--- config.mk ---
export PLATFORM = sky130hd
export DESIGN_NAME = flag_alu
export DESIGN_NICKNAME = d
export VERILOG_FILES = /design/src/rtl/flag_alu_pkg.sv /design/src/rtl/alu_addsub.sv /design/src/rtl/alu_mul.sv /design/src/rtl/alu_divmod.sv /design/src/rtl/alu_logic_cmp.sv /design/src/rtl/flag_alu.sv
export SDC_FILE = /design/constraint.sdc
export NUM_CORES = 1
export LEC_CHECK = 0
export BUFFER_PORTS_ARGS = -buffer_cell sky130_fd_sc_hd__buf_4
export CORE_MARGIN = 2
export CORE_UTILIZATION = 65
export DETAILED_ROUTE_END_ITERATION = 8
export HOLD_SLACK_MARGIN = 0.02
export PLACE_DENSITY_LB_ADDON = 0.08
export SLEW_MARGIN = 15
export SYNTH_ARGS = -nofsm -noshare
export SYNTH_HDL_FRONTEND = slang
export SYNTH_SLANG_ARGS = --single-unit
export TNS_END_PERCENT = 5
--- constraint.sdc ---
create_clock -name clk -period 2.15 [get_ports clk]
set_input_delay 0.5375 -clock clk [delete_from_list [all_inputs] [get_ports clk]]
set_output_delay 0.5375 -clock clk [all_outputs]
set_load 0.03 [all_outputs]
--- src/rtl/flag_alu_pkg.sv ---
`timescale 1ns/1ps
package flag_alu_pkg;

  localparam int unsigned OP_W = 4;

  typedef enum logic [OP_W-1:0] {
    OP_ADD  = 4'd0,
    OP_SUB  = 4'd1,
    OP_MUL  = 4'd2,
    OP_DIV  = 4'd3,
    OP_MOD  = 4'd4,
    OP_AND  = 4'd5,
    OP_OR   = 4'd6,
    OP_NOT  = 4'd7,
    OP_EQ   = 4'd8,
    OP_NEQ  = 4'd9,
    OP_LT   = 4'd10,
    OP_LE   = 4'd11,
    OP_GT   = 4'd12,
    OP_GE   = 4'd13,
    OP_RSVA = 4'd14,
    OP_RSVB = 4'd15
  } alu_op_e;

  typedef struct packed {
    logic zero;
    logic neg;
    logic ovf;
    logic carry;
  } alu_flags_t;

endpackage

--- src/rtl/alu_addsub.sv ---
`timescale 1ns/1ps
module alu_addsub #(
  parameter int unsigned W = 8
) (
  input  logic [W-1:0] a,
  input  logic [W-1:0] b,
  input  logic         sub,
  output logic [W-1:0] sum,
  output logic         carry,
  output logic         ovf
);
  localparam int unsigned MSB = W - 1;

  logic [W:0] ext;

  always_comb begin
    if (sub) ext = {1'b0, a} - {1'b0, b};
    else     ext = {1'b0, a} + {1'b0, b};
    sum   = ext[W-1:0];
    // For subtraction the wrapped top bit is the borrow.
    carry = ext[W];
    if (sub) ovf = (a[MSB] != b[MSB]) && (ext[MSB] != a[MSB]);
    else     ovf = (a[MSB] == b[MSB]) && (ext[MSB] != a[MSB]);
  end
endmodule

--- src/rtl/alu_mul.sv ---
`timescale 1ns/1ps
module alu_mul #(
  parameter int unsigned W = 8
) (
  input  logic [W-1:0] a,
  input  logic [W-1:0] b,
  output logic [W-1:0] low,
  output logic         wide
);
  localparam int unsigned PW = 2 * W;

  logic [PW-1:0] prod;

  always_comb begin
    prod = {{W{1'b0}}, a} * {{W{1'b0}}, b};
    low  = prod[W-1:0];
    wide = |prod[PW-1:W];
  end
endmodule

--- src/rtl/alu_divmod.sv ---
`timescale 1ns/1ps
module alu_divmod #(
  parameter int unsigned W = 8
) (
  input  logic [W-1:0] a,
  input  logic [W-1:0] b,
  output logic [W-1:0] quot,
  output logic [W-1:0] rem,
  output logic         by_zero
);
  logic [W-1:0] part;
  logic [W-1:0] q;
  logic [W:0]   shifted;
  logic [W:0]   trial;

  // Restoring division, one quotient bit per step, most significant first.
  always_comb begin
    part    = '0;
    q       = '0;
    shifted = '0;
    trial   = '0;
    for (int i = W - 1; i >= 0; i--) begin
      shifted = {part, a[i]};
      trial   = shifted - {1'b0, b};
      if (!trial[W]) begin
        q[i] = 1'b1;
        part = trial[W-1:0];
      end else begin
        part = shifted[W-1:0];
      end
    end
  end

  always_comb begin
    by_zero = (b == '0);
    quot    = by_zero ? {W{1'b1}} : q;
    rem     = by_zero ? a : part;
  end
endmodule

--- src/rtl/alu_logic_cmp.sv ---
`timescale 1ns/1ps
module alu_logic_cmp
  import flag_alu_pkg::*;
#(
  parameter int unsigned W = 8
) (
  input  alu_op_e      op,
  input  logic [W-1:0] a,
  input  logic [W-1:0] b,
  output logic [W-1:0] result
);
  logic truth;

  always_comb begin
    truth = 1'b0;
    unique case (op)
      OP_EQ:   truth = (a == b);
      OP_NEQ:  truth = (a != b);
      OP_LT:   truth = (a <  b);
      OP_LE:   truth = (a <= b);
      OP_GT:   truth = (a >  b);
      OP_GE:   truth = (a >= b);
      default: truth = 1'b0;
    endcase
  end

  always_comb begin
    case (op)
      OP_AND:  result = a & b;
      OP_OR:   result = a | b;
      OP_NOT:  result = ~a;
      OP_EQ, OP_NEQ, OP_LT, OP_LE, OP_GT, OP_GE:
               result = {{(W-1){1'b0}}, truth};
      default: result = '0;
    endcase
  end
endmodule

--- src/rtl/flag_alu.sv ---
`timescale 1ns/1ps
module flag_alu
  import flag_alu_pkg::*;
#(
  parameter int unsigned W = 8
) (
  input  logic         clk,
  input  logic         rst_n,
  input  logic         in_valid,
  output logic         in_ready,
  input  logic [3:0]   in_op,
  input  logic [W-1:0] in_a,
  input  logic [W-1:0] in_b,
  output logic         out_valid,
  input  logic         out_ready,
  output logic [W-1:0] out_result,
  output logic         out_zero,
  output logic         out_neg,
  output logic         out_ovf,
  output logic         out_carry
);
  localparam int unsigned MSB = W - 1;

  alu_op_e      op;
  logic [W-1:0] as_sum, mul_lo, dv_q, dv_r, lc_res;
  logic         as_c, as_o, mul_wide, dv_z;
  logic [W-1:0] nxt_res;
  alu_flags_t   nxt_flg;
  alu_flags_t   flg_q;
  logic         take;

  assign op = alu_op_e'(in_op);

  alu_addsub #(.W(W)) u_addsub (
    .a(in_a), .b(in_b), .sub(op == OP_SUB),
    .sum(as_sum), .carry(as_c), .ovf(as_o)
  );

  alu_mul #(.W(W)) u_mul (
    .a(in_a), .b(in_b), .low(mul_lo), .wide(mul_wide)
  );

  alu_divmod #(.W(W)) u_divmod (
    .a(in_a), .b(in_b), .quot(dv_q), .rem(dv_r), .by_zero(dv_z)
  );

  alu_logic_cmp #(.W(W)) u_logic (
    .op(op), .a(in_a), .b(in_b), .result(lc_res)
  );

  always_comb begin
    nxt_res       = lc_res;
    nxt_flg.carry = 1'b0;
    nxt_flg.ovf   = 1'b0;
    case (op)
      OP_ADD, OP_SUB: begin
        nxt_res       = as_sum;
        nxt_flg.carry = as_c;
        nxt_flg.ovf   = as_o;
      end
      OP_MUL: begin
        nxt_res       = mul_lo;
        nxt_flg.carry = mul_wide;
        nxt_flg.ovf   = mul_wide;
      end
      OP_DIV: begin
        nxt_res     = dv_q;
        nxt_flg.ovf = dv_z;
      end
      OP_MOD: begin
        nxt_res     = dv_r;
        nxt_flg.ovf = dv_z;
      end
      default: nxt_res = lc_res;
    endcase
    nxt_flg.zero = (nxt_res == '0);
    nxt_flg.neg  = nxt_res[MSB];
  end

  assign in_ready = !out_valid || out_ready;
  assign take     = in_valid && in_ready;

  always_ff @(posedge clk or negedge rst_n) begin
    if (!rst_n) begin
      out_valid  <= 1'b0;
      out_result <= '0;
      flg_q      <= '0;
    end else begin
      if (in_ready) out_valid <= in_valid;
      if (take) begin
        out_result <= nxt_res;
        flg_q      <= nxt_flg;
      end
    end
  end

  assign out_zero  = flg_q.zero;
  assign out_neg   = flg_q.neg;
  assign out_ovf   = flg_q.ovf;
  assign out_carry = flg_q.carry;
endmodule

==> results of run 1 <==
-- metrics by stage --
stage               instance area [um^2]  instances
global placement                    9668       1308
detailed placement                  9668       1308
floorplan                           7253        877
-- logic make-up after synthesis --
family / Yosys count
xor+xnor: 58
mux: 31
buf+inv: 121
simple gates: 243
flops: 12
other cells: 1
compound gates: 238
fa+ha+maj: 171
-- cells in the mapped netlist, types with 4 or more instances --
cell type / instances / area, um^2
fa_1: 45 / 900.9
a21o_1: 25 / 187.7
a21oi_1: 67 / 335.3
dfrtp_1: 12 / 300.3
nand2_1: 51 / 191.4
nor4_1: 4 / 25.02
or3_1: 6 / 37.54
nand3_1: 8 / 40.04
o22ai_1: 4 / 25.02
a211o_1: 4 / 35.03
o21bai_1: 16 / 120.1
nor2b_1: 16 / 100.1
nor3_1: 9 / 45.04
a21boi_0: 4 / 30.03
nand2b_1: 13 / 81.33
a22oi_1: 6 / 45.04
ha_1: 124 / 1551
mux2i_1: 13 / 130.1
clkbuf_1: 10 / 37.54
o221ai_1: 6 / 52.55
a31oi_1: 9 / 56.30
mux2_2: 16 / 180.2
o211ai_1: 12 / 90.09
inv_1: 101 / 379.1
and3_1: 6 / 37.54
xor2_1: 14 / 122.6
o21ai_0: 44 / 220.2
o21a_1: 9 / 67.56
nor2_1: 100 / 375.4
xnor2_1: 42 / 367.9
==> reports/results.tsv, run 1 <==
metric	value	unit
status	stopped before the end	
lastStage	4_1_cts	
firstError	[ERROR DPL-0033] detailed placement checks failed during check placement.	
synth_top_family_by_area	adder cells	
cts-root-buf	clkbuf_8	
place_ws	-13850	ps
die_y	107.2	um
ys_seq_elements	12	
synthMuxAreaShare	4.920	%
yosysSeqAreaShare	4.341	%
cts_max_path_buffers	2	
rows	37	
cts_resized	54	
synth_fa_ha_area_share	35.74	%
portBuffers	37	
synth-compound-area-share	22.86	%
htree_levels	1	
async_flop_share	100.0	%
ios	38	
cts_buffers	3	
synth-edff-count	0	
ys.flop_type	dfrtp_1	
die_w	107.2	um
synthSimpleGateAreaFrac	17.44	%
avgSynthCellArea	7.906	um^2
post-dp-hpwl	23580	um
synthXorXnorAreaFrac	7.886	%
cts.sinks	12	
start_util	67.01	%
netlist-cell-type-count	85	
hold_buffers	0	
postCtsSetupBuffers	35	
yosysWarnings	0	
syn_area	6918	um^2
synth_cells	875	
gp_congestion	1.144	
==> run 2, diff against run 1 <==
- CORE_UTILIZATION: 65 -> 40
- HOLD_SLACK_MARGIN: 0.02 -> not set
- PLACE_DENSITY_LB_ADDON: 0.08 -> 0.15
==> run 2 against run 1 <==
  * The flow now finishes, with violations (negative setup slack)
  * Synthesized area is the same
  * Synthesized cell count unchanged
==> reports/results.tsv, run 2 <==
metric	value	unit
yosysWarnings	0	
yosysSeqAreaShare	4.341	%
yosysMostFrequentCell	ha_1	
fmax	67.23	MHz
vias_per_cell	5.135	
synth_top_cells_by_count	124 x ha_1, 101 x inv_1, 100 x nor2_1	
fill_cells	1548	
firstDrtPassIters	4	
fin_skew	1.377	ps
hold_viol_final	0	
largest-register	out_result	
dieArea	18360	um^2
clk_pin_slew	40	ps
netlist-cell-type-count	85	
drv_slew	0	
routed_wirelength	22740	um
synth_cells	875	
ios	38	
cts_buffers	3	
relSlewSlack	63.91	%
worst_slew_pin_slew	537.2	ps
cts.sinks	12	
final_util	61.62	%
avgSynthCellArea	7.906	um^2
cts_tree	yes	
fin_crit_sh	691.8	%
grt_max_degree	23	
vias	7435	
fin_cells	1448	
r2r_slack	350	ps
drc	0	
worstPathRequired	2270	ps
hold_buffers	0	
rsz0062_at_grt	true	
min-delay-path-class	input pin to async pin	
crit_top_cell	a21oi_2	
gp_congestion	0.9352	
ant_nets	0	
track_usage	25.01	%
cts-root-buf	clkbuf_16	
fin_nets	1417	
post-dp-hpwl	18490	um
worst_slack	-12720	ps
grt_pass1_vias	7381	
seq_area	300.3	um^2
async_flop_share	100.0	%
drive_gt1_share	40.15	%
r2r-start	out_valid	
hold-worst-slack	127.5	ps
rr_worst_depth	6	
rows	48	
insertedDiodeCount	0	
cp_data_arrival_time	14990	ps
antenna_found_initial	0	
cap_viol_max_count	0	
start_util	40.42	%
die_y	135.5	um
htree_levels	1	
grt_pass1_wl	36480	um
critPathKind	input pin to flip-flop	
mostFrequentLayoutCells	347 x buf_4, 113 x ha_1, 98 x inv_1, 96 x nor2_1, 48 x nand2_1	
multi_input_area	6716	um^2
drtIter0Drc	391	
syn_area	6918	um^2
final-setup-viol-count	11	
largest_register_ffs	8	
die_w	135.5	um
yosys-top-cells-area	ha_1 22%, fa_1 13%, inv_1 5.5%	
routedWlPerCell	15.70	um
synth-edff-count	0	
worstPathMaxFanout	7	
slowest_stage	fa_2	
ys.flop_type	dfrtp_1	
core_area	17120	um^2
portBuffers	37	
cp_slowest_stage_delay	420	ps
clkLatencyLatePin	240	ps
mostFrequentLayoutCell	buf_4	
ys_seq_elements	12	
grt_overflow	0	
dp_cells	1412	
synth.largest_area_cell	ha_1	
cts_max_path_buffers	2	
failed_checks	negative setup slack	
fin_crit	14870	ps
status	finished, violations left	
cp-start-kind	input pin	
end_kind	flip-flop	
syn2layout_area_growth	52.45	%
r2r_end	out_zero	
yosysTopAreaCellShare	22.43	%
==> run 2: cell counts after synthesis <==
Identical to the previous run, type by type.
==> run 2: logic make-up after synthesis <==
logic type      after synthesis  share of synthesized area (%)
mux                          31                          4.919
xor+xnor                     58                          7.886
simple gates                243                          17.44
buf+inv                     121                          6.764
fa+ha+maj                   171                          35.74
flops                        12                          4.341
other cells                   1                        0.05421
compound gates              238                          22.86
==> run 2: area by class of cell <==
class	count	area share, %
timing repair buffer	357	26.10
multi-input combinational	744	63.68
inverter	106	3.856
sequential	12	2.847
tap	225	2.669
clock buffer	4	0.8423
==> run 2: metrics by stage <==
step | TNS [ps] | cell area (um^2) | setup slack [ps]
after floorplan | -116160 | 7253 | -12810
after global placement | -119620 | 9905 | -12810
after detailed placement | -122770 | 9905 | -13150
after CTS | -117930 | 10350 | -12770
after global routing | -124590 | 10550 | -13360
final | -118190 | 10550 | -12720
==> run 2: how the worst max path moves through the flow <==
stage | end | slack [ps] | cells past startpoint | from
after floorplan | out_zero | -12810 | 79 | in_a[7]
after global placement | out_zero | -12810 | 78 | in_b[6]
after detailed placement | out_zero | -13150 | 78 | in_b[6]
after CTS | out_zero | -12770 | 77 | in_b[4]
after global routing | out_result[3] | -13360 | 86 | in_a[7]
final | out_result[3] | -12720 | 83 | in_b[6]
==> run 2: what timing repair did <==
| action | CTS | global route |
|---|---|---|
| setup endpoints to repair | 11 | 11 |
| cloned | 0 | 0 |
| setup buffers | 22 | 10 |
| gates resized for setup | 44 | 26 |
| pin swaps | 28 | 47 |
==> run 2: critical path, delay by kind of cell <==
family / cells / cell delay, ps
muxes: 5 / 1660
and+or+nand+nor: 15 / 2380
adders and majority gates: 7 / 1770
xor gates and xnor gates: 2 / 460
buffers and inverters: 12 / 1280
AOI/OAI and AO/OA: 42 / 6860
==> run 2: metal layers <==
metal | vias up | routed length, um | track usage, %
met2 | 146 | 10800 | 43.71
met5 | - | 0 | 0
met4 | 0 | 430 | 4.919
met1 | 3511 | 10620 | 33.87
met3 | 31 | 887 | 2.170
li1 | 3747 | - | -
Power of run 2 is not shown: default switching activity piles up to over one toggle a cycle in this logic, so the estimate is an artifact.
==> run 3, diff against run 2 <==
- BUFFER_PORTS_ARGS: -buffer_cell sky130_fd_sc_hd__buf_4 -> not set
- DONT_BUFFER_PORTS: not set -> 1
==> run 3 against run 2 <==
  * The run still ends with negative setup slack left
  * Critical path depth is 7 lower
  * Worst hold slack improved by 290 ps
  * Final cell count fell by 4.6%
  * Routed wire length decreased by 5.0%
  * Non-clock buffer count is 67 lower
  * Sequential share of layout area up 0.18 points
  * Maximum frequency rose by 0.23%
  * First-iteration DRC count shrank 20%
  * Design area fell by 6.1%
  * Count of clock-buffer cells in the layout unchanged
  * Core utilization decreased by 3.8 points
==> reports/results.tsv, run 3 (synthesized netlist as in run 2, its figures left out) <==
metric	value	unit
status	finished, violations left	
failed_checks	negative setup slack	
cts_tree	yes	
min-delay-path-class	input pin to flip-flop	
r2r_slack	160	ps
cts.sinks	12	
fill_cells	1614	
fin_cells	1381	
drive_gt1_share	35.99	%
dieArea	18360	um^2
rows	48	
portBuffers	0	
drv_slew	0	
hold_viol_final	0	
drc	0	
cts_max_path_buffers	2	
grt_max_degree	32	
cp-startpoint	in_b[6]	
slowest_stage	or4b_4	
fin_crit	14840	ps
track_usage	24.09	%
rr_worst_depth	6	
start_util	40.42	%
critPathKind	input pin to flip-flop	
clk_pin_slew	40	ps
ant_nets	0	
routedWlPerCell	15.64	um
ios	38	
r2r_end	out_zero	
gp_congestion	0.9423	
final-setup-viol-count	11	
relSlewSlack	63.50	%
htree_levels	1	
clkLatencyLatePin	240	ps
routed_wirelength	21600	um
cts_buffers	3	
cp-start-kind	input pin	
cp_data_arrival_time	14980	ps
worst_slack	-12690	ps
insertedDiodeCount	0	
cap_viol_max_count	0	
worstPathMaxFanout	7	
fin_skew	2.106	ps
core_area	17120	um^2
end_kind	flip-flop	
whs_path_depth	1	
firstDrtPassIters	5	
syn2layout_area_growth	43.15	%
drtIter0Drc	312	
grt_pass1_wl	35630	um
rsz0062_at_grt	true	
fmax	67.39	MHz
die_y	135.5	um
r2r-start	out_valid	
vias	7197	
grt_pass1_vias	7175	
largest_register_ffs	8	
mostFrequentLayoutCell	buf_4	
fin_nets	1350	
fin_crit_sh	690.2	%
worstHoldEndpoint	out_valid	
die_w	135.5	um
post-dp-hpwl	17810	um
cp_slowest_stage_delay	500	ps
mostFrequentLayoutCells	283 x buf_4, 115 x ha_1, 97 x inv_1, 96 x nor2_1, 49 x nand2_1	
antenna_found_initial	0	
largest-register	out_result	
dp_cells	1360	
worst_slew_pin_slew	547.4	ps
grt_overflow	0	
worstHoldStart	in_valid	
worstPathRequired	2290	ps
cts-root-buf	clkbuf_16	
vias_per_cell	5.211	
crit_top_cell	a21oi_2	
run 3: cell types whose count changed in the layout (fill, tap and decap cells not counted), moves of 2 or more:
cell,previous run,this run
o211a_4,2,0
buf_6,6,4
ha_1,113,115
ha_4,10,8
buf_12,4,1
o221ai_2,2,0
buf_4,347,283
o221ai_1,4,6
run 3: worst max-delay path, delay by kind of cell:
| kind | cells | cell delay, ps |
|---|---|---|
| compound gates | 40 | 6570 |
| fa+ha+maj | 7 | 1760 |
| xor+xnor | 1 | 230 |
| buf+inv | 4 | 370 |
| mux | 5 | 1690 |
| simple gates | 19 | 3760 |
run 3: stage by stage:
| step | utilization (%) | worst slack (ps) | hold slack [ps] | setup TNS [ps] | cell area [um^2] |
|---|---|---|---|---|---|
| floorplan | - | -12810 | 241.9 | -116160 | 7253 |
| global placement | 55.51 | -12680 | 242.1 | -117790 | 9502 |
| detailed placement | 55.51 | -13000 | 242.1 | -120560 | 9502 |
| CTS | 56.60 | -12630 | 421.3 | -115750 | 9688 |
| global route | 57.86 | -13440 | 423.7 | -124330 | 9903 |
| finish | 57.86 | -12690 | 417.7 | -117070 | 9903 |
run 3: repair_timing:
action / in CTS / in global routing
setup buffers: 2 / 15
pin swaps: 3 / 61
setup endpoints to repair: 11 / 11
hold endpoints to repair: 12 / 0
hold buffers: 1 / 0
resized for setup: 19 / 32
run 3: final cells by class:
| type | count | area [um^2] | area share [%] |
|---|---|---|---|
| repair buffers | 290 | 2215 | 22.36 |
| flip-flops and latches | 12 | 300.3 | 3.032 |
| clock buffers | 4 | 88.84 | 0.8970 |
| well taps | 225 | 281.5 | 2.843 |
| inverters | 106 | 406.6 | 4.106 |
| multi-input cells | 744 | 6611 | 66.76 |
run 3: metal layers:
layer,wire length (um),part of all wire [%],vias up,GRT usage (%)
met2,10300,48,149,42.22
met4,338,1.6,0,4.745
met3,839,3.9,31,1.758
met1,10120,47,3389,32.71
li1,-,-,3628,-
met5,0,0,-,0
run 3: worst max-delay path by stage:
stage | slack, ps | cells past startpoint | to
finish | -12690 | 76 | out_zero
global route | -13440 | 76 | out_zero
CTS | -12630 | 77 | out_zero
detailed placement | -13000 | 77 | out_zero
global placement | -12680 | 77 | out_zero
floorplan | -12810 | 79 | out_zero
Power of run 3 is left out for the same reason.
